### src/rtl/ata_tf_pkg.sv
`timescale 1ns/1ps
package ata_tf_pkg;

    // window 0 offsets (read meaning / write meaning where they differ)
    localparam logic [2:0] OFF_DATA    = 3'd0;
    localparam logic [2:0] OFF_ERRFEAT = 3'd1;
    localparam logic [2:0] OFF_SCNT    = 3'd2;
    localparam logic [2:0] OFF_SNUM    = 3'd3;
    localparam logic [2:0] OFF_CYLLO   = 3'd4;
    localparam logic [2:0] OFF_CYLHI   = 3'd5;
    localparam logic [2:0] OFF_DEVHEAD = 3'd6;
    localparam logic [2:0] OFF_STATCMD = 3'd7;
    // window 1 offset
    localparam logic [2:0] OFF_CTRL    = 3'd6;

    // status bit positions
    localparam int ST_ERR  = 0;
    localparam int ST_IDX  = 1;
    localparam int ST_CORR = 2;
    localparam int ST_DRQ  = 3;
    localparam int ST_DSC  = 4;
    localparam int ST_DWF  = 5;
    localparam int ST_DRDY = 6;
    localparam int ST_BSY  = 7;

    // device control bit positions
    localparam int CTL_NIEN = 1;
    localparam int CTL_SRST = 2;

    localparam logic [7:0] OP_DIAG = 8'h90;
    localparam int         SCNT_W  = 9;

    // byte-wide taskfile slots held in a generated register row
    localparam int N_TF8  = 5;
    localparam int T_FEAT = 0;
    localparam int T_SNUM = 1;
    localparam int T_CYLLO = 2;
    localparam int T_CYLHI = 3;
    localparam int T_DH   = 4;

    typedef enum logic [2:0] {
        RS_ZERO,
        RS_ONES,
        RS_STATUS,
        RS_PIO,
        RS_TASKFILE
    } rd_src_e;

    typedef struct packed {
        logic [N_TF8-1:0] tf8;
        logic             scnt;
        logic             cmd;
        logic             data;
        logic             ctrl;
    } wr_en_t;

    function automatic logic [N_TF8-1:0] off_to_slot(input logic [2:0] off);
        logic [N_TF8-1:0] m;
        m = '0;
        case (off)
            OFF_ERRFEAT: m[T_FEAT]  = 1'b1;
            OFF_SNUM:    m[T_SNUM]  = 1'b1;
            OFF_CYLLO:   m[T_CYLLO] = 1'b1;
            OFF_CYLHI:   m[T_CYLHI] = 1'b1;
            OFF_DEVHEAD: m[T_DH]    = 1'b1;
            default:     m = '0;
        endcase
        return m;
    endfunction

    function automatic logic [7:0] idle_status(input logic ready);
        logic [7:0] s;
        s = '0;
        s[ST_DSC]  = 1'b1;
        s[ST_DRDY] = ready;
        return s;
    endfunction

    function automatic logic [7:0] tf8_reset(input int slot);
        return (slot == T_SNUM) ? 8'h01 : 8'h00;
    endfunction

endpackage

### src/rtl/ata_tf_gate.sv
`timescale 1ns/1ps
module ata_tf_gate
    import ata_tf_pkg::*;
(
    input  logic       acc_valid,
    input  logic       acc_write,
    input  logic       acc_win,
    input  logic [2:0] acc_off,
    input  logic       dmack,
    input  logic       selected,
    input  logic       single_dev,
    input  logic       busy,
    input  logic       drq,
    output wr_en_t     wr_en,
    output rd_src_e    rd_src,
    output logic       status_rd_clr,
    output logic       data_rd_stb
);

    logic wr_ok;
    logic cs0_ok;

    // read source selection
    always_comb begin
        rd_src = RS_ZERO;
        if (acc_valid && !acc_write) begin
            if (dmack || (!selected && !single_dev)) begin
                rd_src = RS_ONES;
            end else if (acc_win) begin
                if (acc_off == OFF_CTRL)
                    rd_src = selected ? RS_STATUS : RS_ZERO;
                else
                    rd_src = RS_ONES;
            end else if (busy && acc_off != OFF_STATCMD) begin
                if (!selected)
                    rd_src = RS_ZERO;
                else if (acc_off == OFF_DATA)
                    rd_src = RS_ONES;
                else
                    rd_src = RS_STATUS;
            end else begin
                case (acc_off)
                    OFF_DATA:    rd_src = !selected ? RS_ZERO : (drq ? RS_PIO : RS_ONES);
                    OFF_STATCMD: rd_src = selected ? RS_STATUS : RS_ZERO;
                    default:     rd_src = RS_TASKFILE;
                endcase
            end
        end
    end

    assign status_rd_clr = (rd_src == RS_STATUS) && !acc_win && (acc_off == OFF_STATCMD);
    assign data_rd_stb   = (rd_src == RS_PIO);

    // write qualification
    assign wr_ok  = acc_valid && acc_write && !dmack;
    assign cs0_ok = wr_ok && !acc_win
                 && !(busy && acc_off != OFF_STATCMD)
                 && !(drq && acc_off != OFF_DATA && acc_off != OFF_STATCMD);

    always_comb begin
        wr_en      = '0;
        wr_en.tf8  = cs0_ok ? off_to_slot(acc_off) : '0;
        wr_en.scnt = cs0_ok && (acc_off == OFF_SCNT);
        wr_en.cmd  = cs0_ok && (acc_off == OFF_STATCMD);
        wr_en.data = cs0_ok && (acc_off == OFF_DATA) && selected && drq;
        wr_en.ctrl = wr_ok && acc_win && (acc_off == OFF_CTRL);
    end

endmodule

### src/rtl/ata_tf_file.sv
`timescale 1ns/1ps
module ata_tf_file
    import ata_tf_pkg::*;
(
    input  logic              clk,
    input  logic              rst,
    input  wr_en_t            wr_en,
    input  logic [7:0]        wdata,
    input  logic              selected,
    input  logic [2:0]        rd_off,
    output logic [7:0]        rd_byte,
    output logic [7:0]        feature,
    output logic [SCNT_W-1:0] sec_count,
    output logic [7:0]        sec_num,
    output logic [15:0]       cylinder,
    output logic [7:0]        devhead,
    output logic [7:0]        cmd_opcode,
    output logic              cmd_stb
);

    logic [7:0] tf_vec [N_TF8];

    for (genvar g = 0; g < N_TF8; g++) begin : g_tf8
        logic [7:0] q;
        always_ff @(posedge clk) begin
            if (rst)
                q <= tf8_reset(g);
            else if (wr_en.tf8[g])
                q <= wdata;
        end
        assign tf_vec[g] = q;
    end

    // sector count: zero written means 256
    always_ff @(posedge clk) begin
        if (rst)
            sec_count <= SCNT_W'(1);
        else if (wr_en.scnt)
            sec_count <= (wdata == 8'h00) ? SCNT_W'(256) : SCNT_W'(wdata);
    end

    // command latch and hand-off strobe
    always_ff @(posedge clk) begin
        if (rst) begin
            cmd_opcode <= 8'h00;
            cmd_stb    <= 1'b0;
        end else begin
            cmd_stb <= wr_en.cmd && (selected || wdata == OP_DIAG);
            if (wr_en.cmd)
                cmd_opcode <= wdata;
        end
    end

    assign feature  = tf_vec[T_FEAT];
    assign sec_num  = tf_vec[T_SNUM];
    assign cylinder = {tf_vec[T_CYLHI], tf_vec[T_CYLLO]};
    assign devhead  = tf_vec[T_DH];

    always_comb begin
        case (rd_off)
            OFF_SCNT:    rd_byte = sec_count[7:0];
            OFF_SNUM:    rd_byte = tf_vec[T_SNUM];
            OFF_CYLLO:   rd_byte = tf_vec[T_CYLLO];
            OFF_CYLHI:   rd_byte = tf_vec[T_CYLHI];
            OFF_DEVHEAD: rd_byte = tf_vec[T_DH];
            default:     rd_byte = 8'h00;
        endcase
    end

    assert_scnt_nonzero_R3: assert property (@(posedge clk) disable iff (rst)
        sec_count != '0);

    assert_cmd_from_write_R11: assert property (@(posedge clk) disable iff (rst)
        cmd_stb |-> $past(wr_en.cmd));

endmodule

### src/rtl/ata_tf_stat.sv
`timescale 1ns/1ps
module ata_tf_stat
    import ata_tf_pkg::*;
#(
    parameter int unsigned RST_CYCLES = 625000
) (
    input  logic       clk,
    input  logic       rst,
    input  logic       media_ready,
    input  logic       ctrl_we,
    input  logic       ctrl_nien,
    input  logic       ctrl_srst,
    input  logic       status_rd_clr,
    input  logic       eng_status_we,
    input  logic [7:0] eng_status,
    input  logic       eng_set_irq,
    output logic [7:0] status,
    output logic       irq,
    output logic       nien,
    output logic       srst_busy
);

    localparam int CNT_W = $clog2(RST_CYCLES + 1);

    logic [CNT_W-1:0] cnt_q;
    logic             irq_pend;

    always_ff @(posedge clk) begin
        if (rst) begin
            status    <= idle_status(media_ready);
            srst_busy <= 1'b0;
            cnt_q     <= '0;
            nien      <= 1'b0;
        end else begin
            if (ctrl_we)
                nien <= ctrl_nien;
            if (ctrl_we && ctrl_srst) begin
                status[ST_BSY]  <= 1'b1;
                status[ST_DRDY] <= 1'b0;
                srst_busy       <= 1'b1;
                cnt_q           <= CNT_W'(RST_CYCLES - 1);
            end else if (srst_busy) begin
                if (cnt_q == '0) begin
                    srst_busy <= 1'b0;
                    status    <= idle_status(media_ready);
                end else begin
                    cnt_q <= cnt_q - 1'b1;
                end
            end else if (eng_status_we) begin
                status <= eng_status;
            end
        end
    end

    // pending interrupt: engine set wins over a status-read clear
    always_ff @(posedge clk) begin
        if (rst)
            irq_pend <= 1'b0;
        else if (eng_set_irq)
            irq_pend <= 1'b1;
        else if (status_rd_clr)
            irq_pend <= 1'b0;
    end

    assign irq = irq_pend && !nien;

    assert_rd_clears_irq_R9: assert property (@(posedge clk) disable iff (rst)
        (status_rd_clr && !eng_set_irq) |=> !irq_pend);

    assert_srst_busy_R12: assert property (@(posedge clk) disable iff (rst)
        (ctrl_we && ctrl_srst) |=> (status[ST_BSY] && !status[ST_DRDY]));

    assert_srst_ends_R12: assert property (@(posedge clk) disable iff (rst)
        (srst_busy && cnt_q == '0 && !(ctrl_we && ctrl_srst)) |=> !status[ST_BSY]);

endmodule

### src/rtl/ata_taskfile_regs.sv
`timescale 1ns/1ps
module ata_taskfile_regs
    import ata_tf_pkg::*;
#(
    parameter int          DATA_W     = 16,
    parameter int unsigned RST_CYCLES = 625000
) (
    input  logic              clk,
    input  logic              rst,
    input  logic              acc_valid,
    input  logic              acc_write,
    input  logic              acc_win,
    input  logic [2:0]        acc_off,
    input  logic [DATA_W-1:0] acc_wdata,
    output logic [DATA_W-1:0] host_rdata,
    input  logic              dev_addr,
    input  logic              other_present,
    input  logic              dmack,
    input  logic              media_ready,
    input  logic [7:0]        err_in,
    input  logic [DATA_W-1:0] pio_rdata,
    output logic [DATA_W-1:0] pio_wdata,
    output logic              data_rd_stb,
    output logic              data_wr_stb,
    input  logic              eng_status_we,
    input  logic [7:0]        eng_status,
    input  logic              eng_set_irq,
    output logic              irq,
    output logic              cmd_stb,
    output logic [7:0]        cmd_opcode,
    output logic [7:0]        feature,
    output logic [SCNT_W-1:0] sec_count,
    output logic [7:0]        sec_num,
    output logic [15:0]       cylinder,
    output logic              drive,
    output logic [3:0]        head,
    output logic              nien,
    output logic              srst_busy
);

    localparam int PAD_W = DATA_W - 8;

    wr_en_t     wr_en;
    rd_src_e    rd_src;
    logic       status_rd_clr;
    logic [7:0] status;
    logic [7:0] devhead;
    logic [7:0] tf_byte;
    logic       selected;
    logic       single_dev;

    assign drive      = devhead[4];
    assign head       = devhead[3:0];
    assign selected   = (drive == dev_addr);
    assign single_dev = !dev_addr && !other_present;

    ata_tf_gate u_gate (
        .acc_valid     (acc_valid),
        .acc_write     (acc_write),
        .acc_win       (acc_win),
        .acc_off       (acc_off),
        .dmack         (dmack),
        .selected      (selected),
        .single_dev    (single_dev),
        .busy          (status[ST_BSY]),
        .drq           (status[ST_DRQ]),
        .wr_en         (wr_en),
        .rd_src        (rd_src),
        .status_rd_clr (status_rd_clr),
        .data_rd_stb   (data_rd_stb)
    );

    ata_tf_file u_file (
        .clk        (clk),
        .rst        (rst),
        .wr_en      (wr_en),
        .wdata      (acc_wdata[7:0]),
        .selected   (selected),
        .rd_off     (acc_off),
        .rd_byte    (tf_byte),
        .feature    (feature),
        .sec_count  (sec_count),
        .sec_num    (sec_num),
        .cylinder   (cylinder),
        .devhead    (devhead),
        .cmd_opcode (cmd_opcode),
        .cmd_stb    (cmd_stb)
    );

    ata_tf_stat #(.RST_CYCLES(RST_CYCLES)) u_stat (
        .clk           (clk),
        .rst           (rst),
        .media_ready   (media_ready),
        .ctrl_we       (wr_en.ctrl),
        .ctrl_nien     (acc_wdata[CTL_NIEN]),
        .ctrl_srst     (acc_wdata[CTL_SRST]),
        .status_rd_clr (status_rd_clr),
        .eng_status_we (eng_status_we),
        .eng_status    (eng_status),
        .eng_set_irq   (eng_set_irq),
        .status        (status),
        .irq           (irq),
        .nien          (nien),
        .srst_busy     (srst_busy)
    );

    assign data_wr_stb = wr_en.data;
    assign pio_wdata   = acc_wdata;

    always_comb begin
        case (rd_src)
            RS_ONES:     host_rdata = '1;
            RS_STATUS:   host_rdata = {{PAD_W{1'b0}}, status};
            RS_PIO:      host_rdata = pio_rdata;
            RS_TASKFILE: host_rdata = {{PAD_W{1'b0}},
                                       (acc_off == OFF_ERRFEAT) ? err_in : tf_byte};
            default:     host_rdata = '0;
        endcase
    end

    assert_dmack_ones_R6: assert property (@(posedge clk) disable iff (rst)
        (acc_valid && !acc_write && dmack) |-> (host_rdata == '1));

    assert_busy_keeps_snum_R7: assert property (@(posedge clk) disable iff (rst)
        (acc_valid && acc_write && !acc_win && acc_off == OFF_SNUM && status[ST_BSY])
        |=> $stable(sec_num));

endmodule

### config.mk
export PLATFORM = sky130hd
export DESIGN_NAME = ata_taskfile_regs
export DESIGN_NICKNAME = d
export VERILOG_FILES = /design/src/rtl/ata_tf_pkg.sv /design/src/rtl/ata_tf_gate.sv /design/src/rtl/ata_tf_file.sv /design/src/rtl/ata_tf_stat.sv /design/src/rtl/ata_taskfile_regs.sv
export SDC_FILE = /design/constraint.sdc
export NUM_CORES = 1
export LEC_CHECK = 0
export ABC_AREA = 0
export ABC_CLOCK_PERIOD_IN_PS = 2100
export BUFFER_PORTS_ARGS = -buffer_cell sky130_fd_sc_hd__buf_2
export CAP_MARGIN = 20
export CORE_MARGIN = 5
export CORE_UTILIZATION = 46
export CTS_CLUSTER_SIZE = 14
export DETAILED_ROUTE_END_ITERATION = 6
export HOLD_SLACK_MARGIN = 0.15
export PLACE_DENSITY = 0.85
export SETUP_SLACK_MARGIN = 0.02
export SYNTH_ARGS = -nofsm -noshare
export SYNTH_HDL_FRONTEND = slang
export SYNTH_SLANG_ARGS = --single-unit
### constraint.sdc
create_clock -name clk -period 2.1 [get_ports clk]
set_input_delay 0.315 -clock clk [delete_from_list [all_inputs] [get_ports clk]]
set_output_delay 0.315 -clock clk [all_outputs]
set_load 0.02 [all_outputs]
## Yosys cells after proc, flatten, opt, wreduce, memory -nomap -nowiden

Cells that the tools add are included.

- $add $sub $neg: 1
- Multipliers: 0
- Div/mod/pow operators: 0
- Order comparisons: 0
- Equal/unequal tests: 18
- Shift operators: 0
- Muxes and demuxes: 35
- Bitwise gates (word level): 2
- Reduce and logical (&&, ||, !) cells: 50

Operators by type and width:

| kind | number |
|---|---|
| 16-bit case mux with 4 select lines | 1 |
| 20-bit two-way mux | 3 |
| 8-bit case mux with 5 select lines | 1 |
| 8-bit two-way mux | 4 |
| 1-bit logical AND | 23 |
| 3-bit two-way mux | 7 |
| 20-bit logical NOT | 1 |
| 20-bit by 1-bit subtractor with 20-bit output (second input constant) | 1 |
| 3-bit == test (second input constant) | 5 |
| 3-bit by 2-bit == test with 1-bit output (second input constant) | 4 |
| 1-bit logical NOT | 10 |
| 1-bit two-way mux | 10 |
| 9-bit two-way mux | 1 |
| 8-bit == test (second input constant) | 1 |
| 8-bit logical NOT | 1 |
| 2-bit two-way mux | 4 |
| 2-bit AND reduction | 4 |
| 7-bit two-way mux | 1 |
| 3-bit by 1-bit == test with 1-bit output (second input constant) | 2 |
| 6-bit two-way mux | 1 |
| 3-bit != test (second input constant) | 2 |
| 3-bit case mux with 2 select lines | 1 |
| 2-bit nonzero test | 3 |
| 3-bit nonzero test | 2 |
| 11 further kinds | 13 |

- Flip-flop bits (word level): 89
- Latch bits: 0
- Memory bits (writable): 0
- Bits in read-only memories: 0
- Bits of input ports: 62
- Output and inout port bits: 92
- Word-level logic and storage cells: 122
- Memories: 0

## Depth between registers and ports, before layout

Gate-level depths: netlist of run 1.

- Depth after elaboration: 12
- Mapped depth: 8
- Depth with buffers taken out: 6

## Hierarchy

From an unflattened synthesis of run 1, not the netlist that was laid out.

- Cells, all modules: 558
- Area total of the unflattened synthesis: 4,933.5 um^2

Modules (own cells, without submodules):

| module | instances | cells an instance | area each (um^2) | sequential area each (um^2) |
|---|---|---|---|---|
| ata_tf_file | 1 | 241 | 2,417.3 | 1,161.1 |
| ata_tf_stat | 1 | 193 | 1,652.8 | 630.6 |
| ata_taskfile_regs | 1 | 77 | 521.8 | 0.0 |
| ata_tf_gate | 1 | 47 | 341.6 | 0.0 |

## Worst setup path after synthesis of run 1

OpenSTA, ideal clock, no wires.

- Path kind: input to output
- Start: in acc_off[2]
- End: out host_rdata[7]
- Arrival: 2.368 ns
- Required time: 1.785 ns
- Setup slack: -0.583 ns
- Stages: 7
- Buffers on the path: 2
- Path through: clkbuf_1 > nor3_1 > a311o_1 > o2111ai_1 > clkbuf_1 > nor3_1 > o21ai_0

- Longest elaborated chain between the ends: 9
- Elaborated cells on any way between the ends: 25
- Classes of those cells: 12 x eq/ne; 11 x mux; 2 x reduce/logical

Ends and longest elaborated chain:

| item | RTL line | text |
|---|---|---|
| from (decl) | ata_taskfile_regs.sv:13 | `input logic [2:0] acc_off,` |
| 3-bit logical NOT | ata_tf_gate.sv:37, ata_tf_gate.sv:42 |  |
| 2-bit two-way mux | ata_tf_gate.sv:37 | `else if (acc_off == OFF_DATA)` |
| 3-bit two-way mux | ata_tf_gate.sv:35 | `if (!selected)` |
| 3-bit two-way mux | ata_tf_gate.sv:34 | `end else if (busy && acc_off != OFF_STATCMD) begin` |
| 3-bit two-way mux | ata_tf_gate.sv:29 | `end else if (acc_win) begin` |
| 3-bit two-way mux | ata_tf_gate.sv:27 | `if (dmack \|\| (!selected && !single_dev)) begin` |
| 3-bit two-way mux | ata_tf_gate.sv:26 | `if (acc_valid && !acc_write) begin` |
| 3-bit == test (tied with other cells) | ata_taskfile_regs.sv:111 | `case (rd_src)` |
| 16-bit case mux with 4 select lines (*) | ata_taskfile_regs.sv:111 |  |
| to (decl) | ata_taskfile_regs.sv:15 | `output logic [DATA_W-1:0] host_rdata,` |

Every way passes the cells marked *; elsewhere a longest branch is shown, timed or not.

## Final worst setup path of run 1

- Start: reg u_stat.status[7]
- End: out host_rdata[13]

- Longest elaborated chain between the ends: 7
- Elaborated cells on any way between the ends: 10
- Classes of those cells: 4 x eq/ne; 5 x mux; 1 x reduce/logical

Ends and longest elaborated chain:

| item | RTL line | text |
|---|---|---|
| from (decl) | ata_tf_stat.sv:17 | `output logic [7:0] status,` |
| from (signal assigned) | ata_tf_stat.sv:30 | `status <= idle_status(media_ready);` |
| from (signal assigned) | ata_tf_stat.sv:45 | `status <= idle_status(media_ready);` |
| from (signal assigned) | ata_tf_stat.sv:50 | `status <= eng_status;` |
| 1-bit logical AND (*) | ata_tf_gate.sv:34 |  |
| 3-bit two-way mux (*) | ata_tf_gate.sv:34 |  |
| 3-bit two-way mux (*) | ata_tf_gate.sv:29 |  |
| 3-bit two-way mux (*) | ata_tf_gate.sv:27 |  |
| 3-bit two-way mux (*) | ata_tf_gate.sv:26 |  |
| 3-bit == test (tied with other cells) | ata_taskfile_regs.sv:111 |  |
| 16-bit case mux with 4 select lines (*) | ata_taskfile_regs.sv:111 |  |

Marked as above.

==> results of run 1 <==
-- metal layers --
| metal | up-vias | track usage (%) |
|---|---|---|
| li1 | 2203 | - |
| met1 | 2259 | 29.6 |
| met2 | 276 | 40.3 |
| met3 | 48 | 6.81 |
| met4 | 0 | 13.8 |
| met5 | - | 0 |
-- final cells by class --
cell class | instances | area (um2)
Fill cell | 755 | 3630
Multi-Input combinational cell | 387 | 2740
Sequential cell | 89 | 1800
Timing Repair Buffer | 192 | 1200
Tap cell | 133 | 166
Clock buffer | 9 | 124
Clock inverter | 7 | 83.8
Inverter | 6 | 22.5
Antenna cell | 1 | 2.50
-- cells by family after synthesis --
| logic type | count (synthesis) | synth area share, % |
|---|---|---|
| AO/OA/AOI/OAI | 98 | 14.0 |
| XOR/XNOR | 8 | 1.52 |
| adder cells (fa/ha/maj) | 1 | 0.272 |
| buffers and inverters | 68 | 7.37 |
| flip-flops | 89 | 39.0 |
| multiplexers | 71 | 15.7 |
| AND/OR/NAND/NOR | 207 | 22.2 |
-- per-stage QoR --
| step | cells | setup slack, ps | setup TNS (ps) |
|---|---|---|---|
| 3_3_place_gp | 800 | -26.2 | -66.5 |
| 6_report | 824 | -265 | -3870 |
| 5_1_grt | 824 | -398 | -6070 |
| 3_5_place_dp | 800 | -106 | -741 |
| 2_1_floorplan | 542 | -85.4 | -347 |
| 4_1_cts | 821 | -248 | -3270 |
-- power groups by stage --
stage	logic (mW)	registers [mW]	clock network (mW)
after floorplan	0.259	1.76	0
after global placement	0.382	1.75	0
after detailed placement	0.391	1.75	0
after CTS	0.424	1.71	1.27
after global routing	0.475	1.72	1.34
final	0.443	1.72	1.26
-- layout by cell type (no fill, tap or decap), types with 8 or more instances in the layout --
cell type	instances
nor3_1	15
nand3_1	17
buf_4	62
clkbuf_8	9
nor2_1	68
nand2_1	27
nor2_2	12
dfxtp_1	83
a21oi_1	29
o21ai_1	8
buf_2	121
nor2b_1	12
mux2i_1	61
mux2_2	9
o21ai_0	9
o211ai_1	11
-- final timing paths --
kind | start | to | slack [ps] | cells past startpoint
worst min-delay path | eng_status[0] | u_stat.status[0] | 190 | 3
worst min register to register | u_file.sec_count[8] | u_file.sec_count[8] | 500 | 2
worst max register to register | u_stat.cnt_q[11] | u_stat.cnt_q[1] | -40 | 6
worst max-delay path | u_stat.status[7] | host_rdata[13] | -270 | 7
-- registers in the layout (all words and copies together), names as in the netlist --
name               cells
u_stat.cnt_q          20
u_file.sec_count       9
u_stat.srst_busy       1
u_stat.irq_pend        1
u_stat.nien            1
u_file.g_tf8.q        16
u_file.cmd_stb         1
u_file.feature         8
u_file.sec_num         8
u_file.cmd_opcode      8
u_file.devhead         8
u_stat.status          8
-- worst min-delay path, delay by kind of cell --
family | cells | cell delay [ps]
buf+inv | 1 | 100
simple gates | 1 | 50
compound gates | 1 | 50
-- what timing repair did --
item	CTS	global route
pin swaps	11	7
cloned	2	2
endpoints found under the setup margin	29	38
gates resized for setup	46	23
buffers inserted	3	0
==> impl_results.md, run 1 <==
* Count of antenna-violating nets left after detailed routing at 0
* Initial cell density of the core at 47.1%
* DIE WIDTH at 110 um
* Number of iterations in the first detailed-routing pass at 5
* Stage delay of the slowest cell on the critical path at 380 ps
* Leakage Power at 2.80 nW
* Unrepaired setup endpoints after global routing: true
* Maximum clock insertion buffer count at 2
* Critical path endpoint category: output pin
* Clock Sink Count at 89
* Netlist Area Pre-Place at 4600 um2
* Met2 Routed Length at 7390 um
* Cell type with the largest total area after synthesis: dfxtp_1
* Number of rows in the core area at 36
* Peak Freq at 423 MHz
* Total die area at 12100 um2
* Arr. time, crit path at 2050 ps
* Count of unresolved DRC violations after routing at 0
* Count leader, synth: dfxtp_1
* Post-synthesis sequential element count at 89
* H-Tree Level Count at 3
* Via-per-instance ratio at 5.81
* DR WL/cell at 18.7 um
* Maximum number of pins on one net before global-route repair at 39
* Tightest Pin Transition at 536 ps
* Number of nets in the finished design at 748
* Highest fanout seen on the critical path at 6
* Clock power share at 36.8%
* TritonCTS Buffers at 9
* HPWL Detailed at 10800 um
* Via count at 4786
* Share of cells above drive strength 1 at 39.7%
* Crit Path Category: flop to output pin
* Number of synthesized flops with an enable pin at 1
* Power density relative to cell area at 556 nW/um2
* Average instance area after synthesis at 8.49 um2
* Number of setup violations in the final report at 19
* Post-Route Utilization at 62.9%
* Fin worst setup slack at -265 ps
* Synth Net Count at 605
* Initial antenna violation count at 1
* Global-route usage over all layers at 24.8%
* Number of max-slew violations in the final report at 0
* Most prevalent standard cell on the critical path: nor2_2
* Internal Dissipation at 2.45 mW
* # hold bufs at CTS at 0
* Worst EP required at 1780 ps
* Total detailed-routing wirelength at 15400 um
* Net Sw Power at 961 uW
* Buf+Inv Stages, Crit Path at 2
* Highest layer used for signal routing: met4
* Area growth from synthesis to layout at 33.7%
* TritonCTS clock tree: done
* I/O pins at 154
* Critical-path cell with the highest stage delay: o2111ai_4
* Sequential element share of the synthesized area at 39.0%
* Count of endpoints failing hold in the final timing report at 0
* Worst slew margin relative to its limit at 64.3%
* Primary flip-flop cell chosen by synthesis mapping: dfxtp_1
* Kind of launch point of the worst setup path: flop
* Number of distinct library cells after synthesis at 57
* Violated checks: setup timing
* Routed length on met3 at 1580 um
* Largest voltage drop on the vdd net at 0.398 mV
* Final total power at 3.42 mW
* Yosys warning count at 0
* IO Port Bufs at 137
* Category of cells accounting for the largest share of critical-path delay: compound AO/OA/AOI/OAI gates
* Wire length of the first global-routing pass at 23300 um
* Detailed-routing wirelength on met1 at 5860 um
* Sequential Power Share at 50.2%
* Count of max-cap constraint violations at 0
* Post-synth top area share at 38.3%
* Post-layout minimum cycle time at 2370 ps
* Final Skew at 7.49 ps
* First-iteration detailed-routing DRC count at 331
* Cell types with the highest counts after synthesis: dfxtp_1 (88), nor2_1 (84), mux2i_1 (61)
* Clock latency on the worst-skew pair at 380 ps
* Relative contribution of combinational cells to total power at 13.0%
* Final std cell area, no fill at 6150 um2
* Core area at 9770 um2
* Cell types occupying the most area after synthesis: dfxtp_1 (38%), mux2i_1 (13%), nor2_1 (6.9%), a21oi_1 (3.7%), buf_4 (3.3%)
* Chip Height at 110 um
* Path type of the worst min-delay path: input port to flop
* Via count of the first global-routing pass at 4732
* Post-Place Cell Area at 5590 um2
* Period utilisation layout at 113%
* Run status: complete, but fails checks
* Clock transition at the registers of the reported paths at 90 ps
* Post-Synthesis Cells at 542
* Master cell of the clock root buffer: clkbuf_8
* Hold Worst Slack at 187 ps
* Switching Fraction at 28.1%
* GRT overflow at 0
* Crit path cell chain: o21a_1 > a311o_1 > o2111ai_4 > clkbuf_16 > nor2_2 > nor2_2 > buf_4
* Routability congestion estimate from global placement at 0.924
* Async set-or-reset flop fraction in the synthesized netlist at 0%
Power figures use the tool's default switching activity.
==> run 2: changes to the inputs <==
ABC_CLOCK_PERIOD_IN_PS = 2400   (was 2100)
CORE_MARGIN = 2   (was 5)
CORE_UTILIZATION = 50   (was 46)
PLACE_DENSITY = 0.87   (was 0.85)
clock period = 2.4 ns   (was 2.1 ns; I/O delays follow)
==> run 2 against run 1 <==
Compared with the run above: the run now ends clean; flip-flop and latch count is the same; core utilization increased by 1.7 points; highest routed layer unchanged; clock skew grew 4.5 ps; register-to-register slack improved by 190 ps; clock power fell by 13%.
==> impl_results.md, run 2 (synthesis gave the netlist of run 1 again) <==
* Run status: complete, no violations (was complete, but fails checks)
* Count of endpoints failing hold in the final timing report at 0 (unchanged)
* Antenna cells at 0 (was 1)
* Most frequent standard cell in the layout excluding fill and tap cells: buf_2 (unchanged)
* GRT overflow at 0 (unchanged)
* Count of antenna-violating nets left after detailed routing at 0 (unchanged)
* Tightest Pin Transition at 676 ps (was 536 ps)
* Clock latency on the worst-skew pair at 360 ps (was 380 ps)
* Final total power at 2.95 mW (was 3.42 mW)
* Unrepaired setup endpoints after global routing: true (unchanged)
* Worst EP required at 2040 ps (was 1780 ps)
* Count of cells along the worst register-to-register path at 5 (was 6)
* I/O pins at 154 (unchanged)
* Path type of the worst min-delay path: input port to flop (unchanged)
* Most used cells in the layout excluding fill and tap cells: buf_2 (131), dfxtp_1 (86), nor2_1 (76), mux2i_1 (61), a21oi_1 (33) (was buf_2 (121), dfxtp_1 (83), nor2_1 (68), buf_4 (62), mux2i_1 (61))
* Clock transition at the registers of the reported paths at 100 ps (was 90 ps)
* Final Skew at 12.0 ps (was 7.49 ps)
* Largest voltage drop on the vdd net at 0.285 mV (was 0.398 mV)
* Number of setup violations in the final report at 0 (was 19)
* Critical path endpoint category: output pin (unchanged)
* Via-per-instance ratio at 5.97 (was 5.81)
* Share of cells above drive strength 1 at 33.6% (was 39.7%)
* Crit Path Category: flop to output pin (unchanged)
* DR WL/cell at 18.1 um (was 18.7 um)
* Via count at 4573 (was 4786)
* HPWL Detailed at 9870 um (was 10800 um)
* Flip-flop count of the largest register, all copies and words added at 20 (unchanged)
* Arr. time, crit path at 1970 ps (was 2050 ps)
* Core area at 8810 um2 (was 9770 um2)
* Routability congestion estimate from global placement at 0.947 (was 0.924)
* Global-route usage over all layers at 26.9% (was 24.8%)
* Chip Height at 99.9 um (was 110 um)
* Biggest registers after layout: u_stat.cnt_q: 20 flops, u_file.g_tf8.q: 16 flops, u_file.sec_count: 9 flops (unchanged)
* Period utilisation layout at 97.0%
* Final cell count without fillers at 766 (was 824)
* Maximum number of pins on one net before global-route repair at 58 (was 39)
* Number of stages on the worst hold path at 3 (unchanged)
* DIE WIDTH at 99.9 um (was 110 um)
* Kind of launch point of the worst setup path: flop (unchanged)
* Leakage Power at 2.61 nW (was 2.80 nW)
* Total detailed-routing wirelength at 13800 um (was 15400 um)
* Post-layout minimum cycle time at 2330 ps
* Number of iterations in the first detailed-routing pass at 5 (unchanged)
* Via count of the first global-routing pass at 4220 (was 4732)
* Worst slew margin relative to its limit at 54.7% (was 64.3%)
* H-Tree Level Count at 3 (unchanged)
* Number of max-slew violations in the final report at 0 (unchanged)
* Power density relative to cell area at 518 nW/um2 (was 556 nW/um2)
* Initial cell density of the core at 52.2% (was 47.1%)
* Count of max-cap constraint violations at 0 (unchanged)
* TritonCTS clock tree: done (unchanged)
* Wire length of the first global-routing pass at 21300 um (was 23300 um)
* Total die area at 9980 um2 (was 12100 um2)
* Maximum clock insertion buffer count at 2 (unchanged)
* Highest fanout seen on the critical path at 6 (unchanged)
* First-iteration detailed-routing DRC count at 274 (was 331)
* Initial antenna violation count at 0 (was 1)
* Post-Route Utilization at 64.6% (was 62.9%)
* IO Port Bufs at 137 (unchanged)
* Area growth from synthesis to layout at 23.6% (was 33.7%)
* Number of nets in the finished design at 716 (was 748)
* # hold bufs at CTS at 0 (unchanged)
* Peak Freq at 429 MHz
* Total placed cells including tap cells at 747 (was 800)
* Count of unresolved DRC violations after routing at 0 (unchanged)
* Biggest register: u_stat.cnt_q (unchanged)
* TritonCTS Buffers at 9 (unchanged)
* Setup TNS Final at 0 ps (was -3870 ps)
* Clock Sink Count at 89 (unchanged)
* Number of rows in the core area at 34 (was 36)
* Master cell of the clock root buffer: clkbuf_8 (unchanged)
[run 2: cell count changes in the layout (fill, tap and decap cells not counted), sizes merged]
| cell | change |
|---|---|
| clkinv | -2 |
| a31o | -1 |
| clkbuf | -1 |
| inv | +1 |
| buf | -29 |
| diode | -1 |
| o2111ai | -1 |
| clkinvlp | +1 |
[run 2: cell type report]
| class | instances | area (um2) |
|---|---|---|
| flip-flops and latches | 89 | 1800 |
| inverters | 6 | 22.5 |
| clock buffers | 9 | 124 |
| clock inverters | 7 | 81.3 |
| fillers | 730 | 3120 |
| multi-input cells | 385 | 2590 |
| repair buffers | 162 | 933 |
| well taps | 108 | 135 |
[run 2: timing repair]
item / CTS / global route
hold endpoints to repair: 0 / 0
gates resized for setup: 10 / 30
setup endpoints to repair: 13 / 15
setup buffers: 0 / 2
pin swaps: 1 / 5
cloned: 0 / 1
[run 2: power breakdown]
group | leakage, nW | internal, mW | switching, mW
Sequential | 0.722 | 1.49 | 0.0110
Clock | 0.103 | 0.501 | 0.594
Combinational | 1.79 | 0.132 | 0.217
[run 2: worst paths after layout]
check,end,slack [ps],from
max,host_rdata[11],70,u_file.devhead[4]
min,u_stat.status[2],240,eng_status[2]
max reg2reg,u_stat.cnt_q[12],150,u_stat.cnt_q[2]
min reg2reg,u_file.devhead[7],470,u_file.devhead[7]
[run 2: stage by stage]
stage	hold WS (ps)	setup WS, ps	cell area, um2
global placement	449	138	5330
finish	237	71.2	5690
global route	226	-29.3	5690
CTS	231	20.6	5570
floorplan	437	-37.7	4620
detailed placement	461	84.7	5330
[run 2: routing by layer]
layer  GRT usage (%)  part of all wire [%]  vias up
li1                -                     -     2122
met1            34.1                    41     2187
met5               0                     0        -
met2            45.1                    49      230
met4            11.5                   2.8        0
met3            4.74                   7.4       34
[run 2: critical path, cell delays in order (launching register included)]
cell and delay [ps]:
dfxtp_4 390, and3b_1 190, nor3_2 110, buf_4 170, o2111ai_4 150, buf_6 170, buf_4 150, nor2_2 90
nor2_2 40, buf_4 150
==> run 3: changes to the inputs <==
BUFFER_PORTS_ARGS = default   (was -buffer_cell sky130_fd_sc_hd__buf_2)
CORE_ASPECT_RATIO = 0.9   (was default)
DONT_BUFFER_PORTS = 1   (was default)
PLACE_DENSITY = 0.73   (was 0.87)
==> run 3 against run 2 <==
Compared with the run above: setup slack got worse by 15 ps; sequential power about the same; routed wire length decreased by 4.7%; via count down 12%; flip-flop and latch count stayed put; hold slack lost 76 ps; clock-buffer cell count rose by 2; power is 0.32% higher; combinational power is 29% lower; clock skew rose by 2.2 ps; sequential share of layout area grew 2.8 points; global-route usage is 1.8 points lower.
==> impl_results.md, run 3 (synthesis gave the netlist of run 1 again) <==
* Number of nets in the finished design at 600 (was 716)
* Critical-path cell with the highest stage delay: dfxtp_4 (unchanged)
* TritonCTS clock tree: done (unchanged)
* Crit path cell chain: and3b_1 > nor3_2 > buf_4 > o2111a_2 > a21oi_2 > o21ai_1 > buf_4 (was and3b_1 > nor3_2 > buf_4 > o2111ai_4 > buf_6 > buf_4 > nor2_2 > nor2_2 > buf_4)
* Tightest Pin Transition at 687 ps (was 676 ps)
* Maximum number of pins on one net before global-route repair at 79 (was 58)
* Total die area at 9980 um2 (about the same)
* Flip-flop count of the largest register, all copies and words added at 20 (unchanged)
* Number of setup violations in the final report at 0 (unchanged)
* H-Tree Level Count at 3 (unchanged)
* Via-per-instance ratio at 6.03 (was 5.97)
* Clock Sink Count at 89 (unchanged)
* IO Port Bufs at 0 (was 137)
* Launching instance or port of the critical path: u_file.devhead[4] (unchanged)
* Launching point of the worst reg2reg path: u_stat.cnt_q[11] (was u_stat.cnt_q[2])
* Kind of launch point of the worst setup path: flop (unchanged)
* I/O pins at 154 (unchanged)
* Final Skew at 14.2 ps (was 12.0 ps)
* Stage delay of the slowest cell on the critical path at 370 ps (was 390 ps)
* Via count at 4011 (was 4573)
* Unrepaired setup endpoints after global routing: true (unchanged)
* Worst slew margin relative to its limit at 54.0% (was 54.7%)
* Post-layout minimum cycle time at 2340 ps (was 2330 ps)
* Initial antenna violation count at 0 (unchanged)
* First-iteration detailed-routing DRC count at 248 (was 274)
* Count of max-cap constraint violations at 0 (unchanged)
* Number of iterations in the first detailed-routing pass at 5 (unchanged)
* Highest fanout seen on the critical path at 8 (was 6)
* Core area at 9040 um2 (was 8810 um2)
* HPWL Detailed at 8750 um (was 9870 um)
* Power density relative to cell area at 567 nW/um2 (was 518 nW/um2)
* DIE WIDTH at 105 um (was 99.9 um)
* Hold Path Origin: acc_wdata[4] (was eng_status[2])
* Routability congestion estimate from global placement at 0.868 (was 0.947)
* TritonCTS Buffers at 9 (unchanged)
* Setup TNS Final at 0 ps (unchanged)
* Share of cells above drive strength 1 at 16.4% (was 33.6%)
* Peak Freq at 427 MHz (was 429 MHz)
* Maximum clock insertion buffer count at 2 (unchanged)
* Number of max-slew violations in the final report at 0 (unchanged)
* Most frequent standard cell in the layout excluding fill and tap cells: dfxtp_1 (was buf_2)
* GRT overflow at 0 (unchanged)
* Biggest register: u_stat.cnt_q (unchanged)
* Total detailed-routing wirelength at 13200 um (was 13800 um)
* Number of rows in the core area at 33 (was 34)
* Arr. time, crit path at 1980 ps (was 1970 ps)
* Leakage Power at 2.07 nW (was 2.61 nW)
* Area growth from synthesis to layout at 13.4% (was 23.6%)
* Via count of the first global-routing pass at 3654 (was 4220)
* Period utilisation layout at 97.7% (was 97.0%)
* Clock transition at the registers of the reported paths at 100 ps (about the same)
* Post-Route Utilization at 57.7% (was 64.6%)
* Hold Worst Slack at 161 ps (was 237 ps)
* Wire length of the first global-routing pass at 19400 um (was 21300 um)
* Chip Height at 95.0 um (was 99.9 um)
* Count of endpoints failing hold in the final timing report at 0 (unchanged)
* Path type of the worst min-delay path: input port to flop (unchanged)
* Global-route usage over all layers at 25.1% (was 26.9%)
* Most prevalent standard cell on the critical path: buf_4 (unchanged)
* Initial cell density of the core at 50.9% (was 52.2%)
* Category of cells accounting for the largest share of critical-path delay: compound AO/OA/AOI/OAI gates (was buffers and inverters)
* Buf+Inv Stages, Crit Path at 2 (was 4)
* DR WL/cell at 19.8 um (was 18.1 um)
* Largest voltage drop on the vdd net at 0.357 mV (was 0.285 mV)
* Biggest registers after layout: u_stat.cnt_q: 20 flops, u_file.g_tf8.q: 16 flops, u_file.sec_count: 9 flops (unchanged)
* Most used cells in the layout excluding fill and tap cells: dfxtp_1 (86), nor2_1 (78), mux2i_1 (61), a21oi_1 (29), nand2_1 (27) (was buf_2 (131), dfxtp_1 (86), nor2_1 (76), mux2i_1 (61), a21oi_1 (33))
* Worst EP required at 2040 ps (about the same)
* Crit Path Category: flop to output pin (unchanged)
* Count of unresolved DRC violations after routing at 0 (unchanged)
* Clock latency on the worst-skew pair at 360 ps (about the same)
* Master cell of the clock root buffer: clkbuf_8 (unchanged)
* Run status: complete, no violations (unchanged)
* Count of antenna-violating nets left after detailed routing at 0 (unchanged)
* Critical path endpoint category: output pin (unchanged)
[run 3: cell types whose count changed in the layout (fill, tap and decap cells not counted), moves of 2 or more]
| cell | before | now |
|---|---|---|
| clkbuf_8 | 9 | 11 |
| nor3_1 | 13 | 15 |
| buf_12 | 3 | 1 |
| a21oi_1 | 33 | 29 |
| nor3_2 | 7 | 5 |
| a21oi_2 | 1 | 5 |
| nor2_1 | 76 | 78 |
| buf_2 | 131 | 0 |
| nor2_2 | 8 | 6 |
| dlygate4sd3_1 | 0 | 16 |
[run 3: what timing repair did]
action | in CTS | in global routing
hold buffers | 15 | 2
endpoints found under the hold margin | 78 | 2
setup endpoints to repair | 13 | 17
cloned | 0 | 2
pin swaps | 2 | 10
gates resized for setup | 10 | 24
buffers inserted | 3 | 2
[run 3: layer usage]
layer / up-vias / routed length [um] / GRT usage, %
met4: 0 / 206 / 7.22
li1: 1900 / - / -
met3: 21 / 1250 / 7.87
met2: 191 / 6260 / 41.5
met1: 1899 / 5470 / 31.6
met5: - / 0 / 0
[run 3: final timing paths]
| check | cells after the start | end | slack (ps) |
|---|---|---|---|
| max | 7 | host_rdata[4] | 60 |
| min | 2 | u_file.sec_count[4] | 160 |
| max reg2reg | 5 | u_stat.cnt_q[19] | 160 |
| min reg2reg | 2 | u_file.devhead[7] | 470 |
[run 3: metrics by stage]
stage / power [mW] / area, um2 / worst slack [ps] / std cells
finish: 2.96 / 5220 / 55.8 / 665
floorplan: 1.76 / 4620 / -37.7 / 542
global placement: 1.70 / 4630 / 154 / 624
global route: 3.05 / 5210 / -34.2 / 664
detailed placement: 1.71 / 4630 / 96.7 / 624
CTS: 2.95 / 5080 / 3.43 / 658
[run 3: cell type report]
class,instances,area [um2]
fill,806,3830
multi-input combinational,386,2590
sequential,89,1800
timing repair buffer,45,414
tap,122,153
clock buffer,11,151
clock inverter,5,85.1
inverter,6,22.5
antenna,1,2.50
[run 3: report_power, final]
group | internal (mW) | switching (mW) | total [mW]
Combinational | 0.107 | 0.142 | 0.249
Clock | 0.651 | 0.548 | 1.20
Sequential | 1.49 | 0.0163 | 1.51
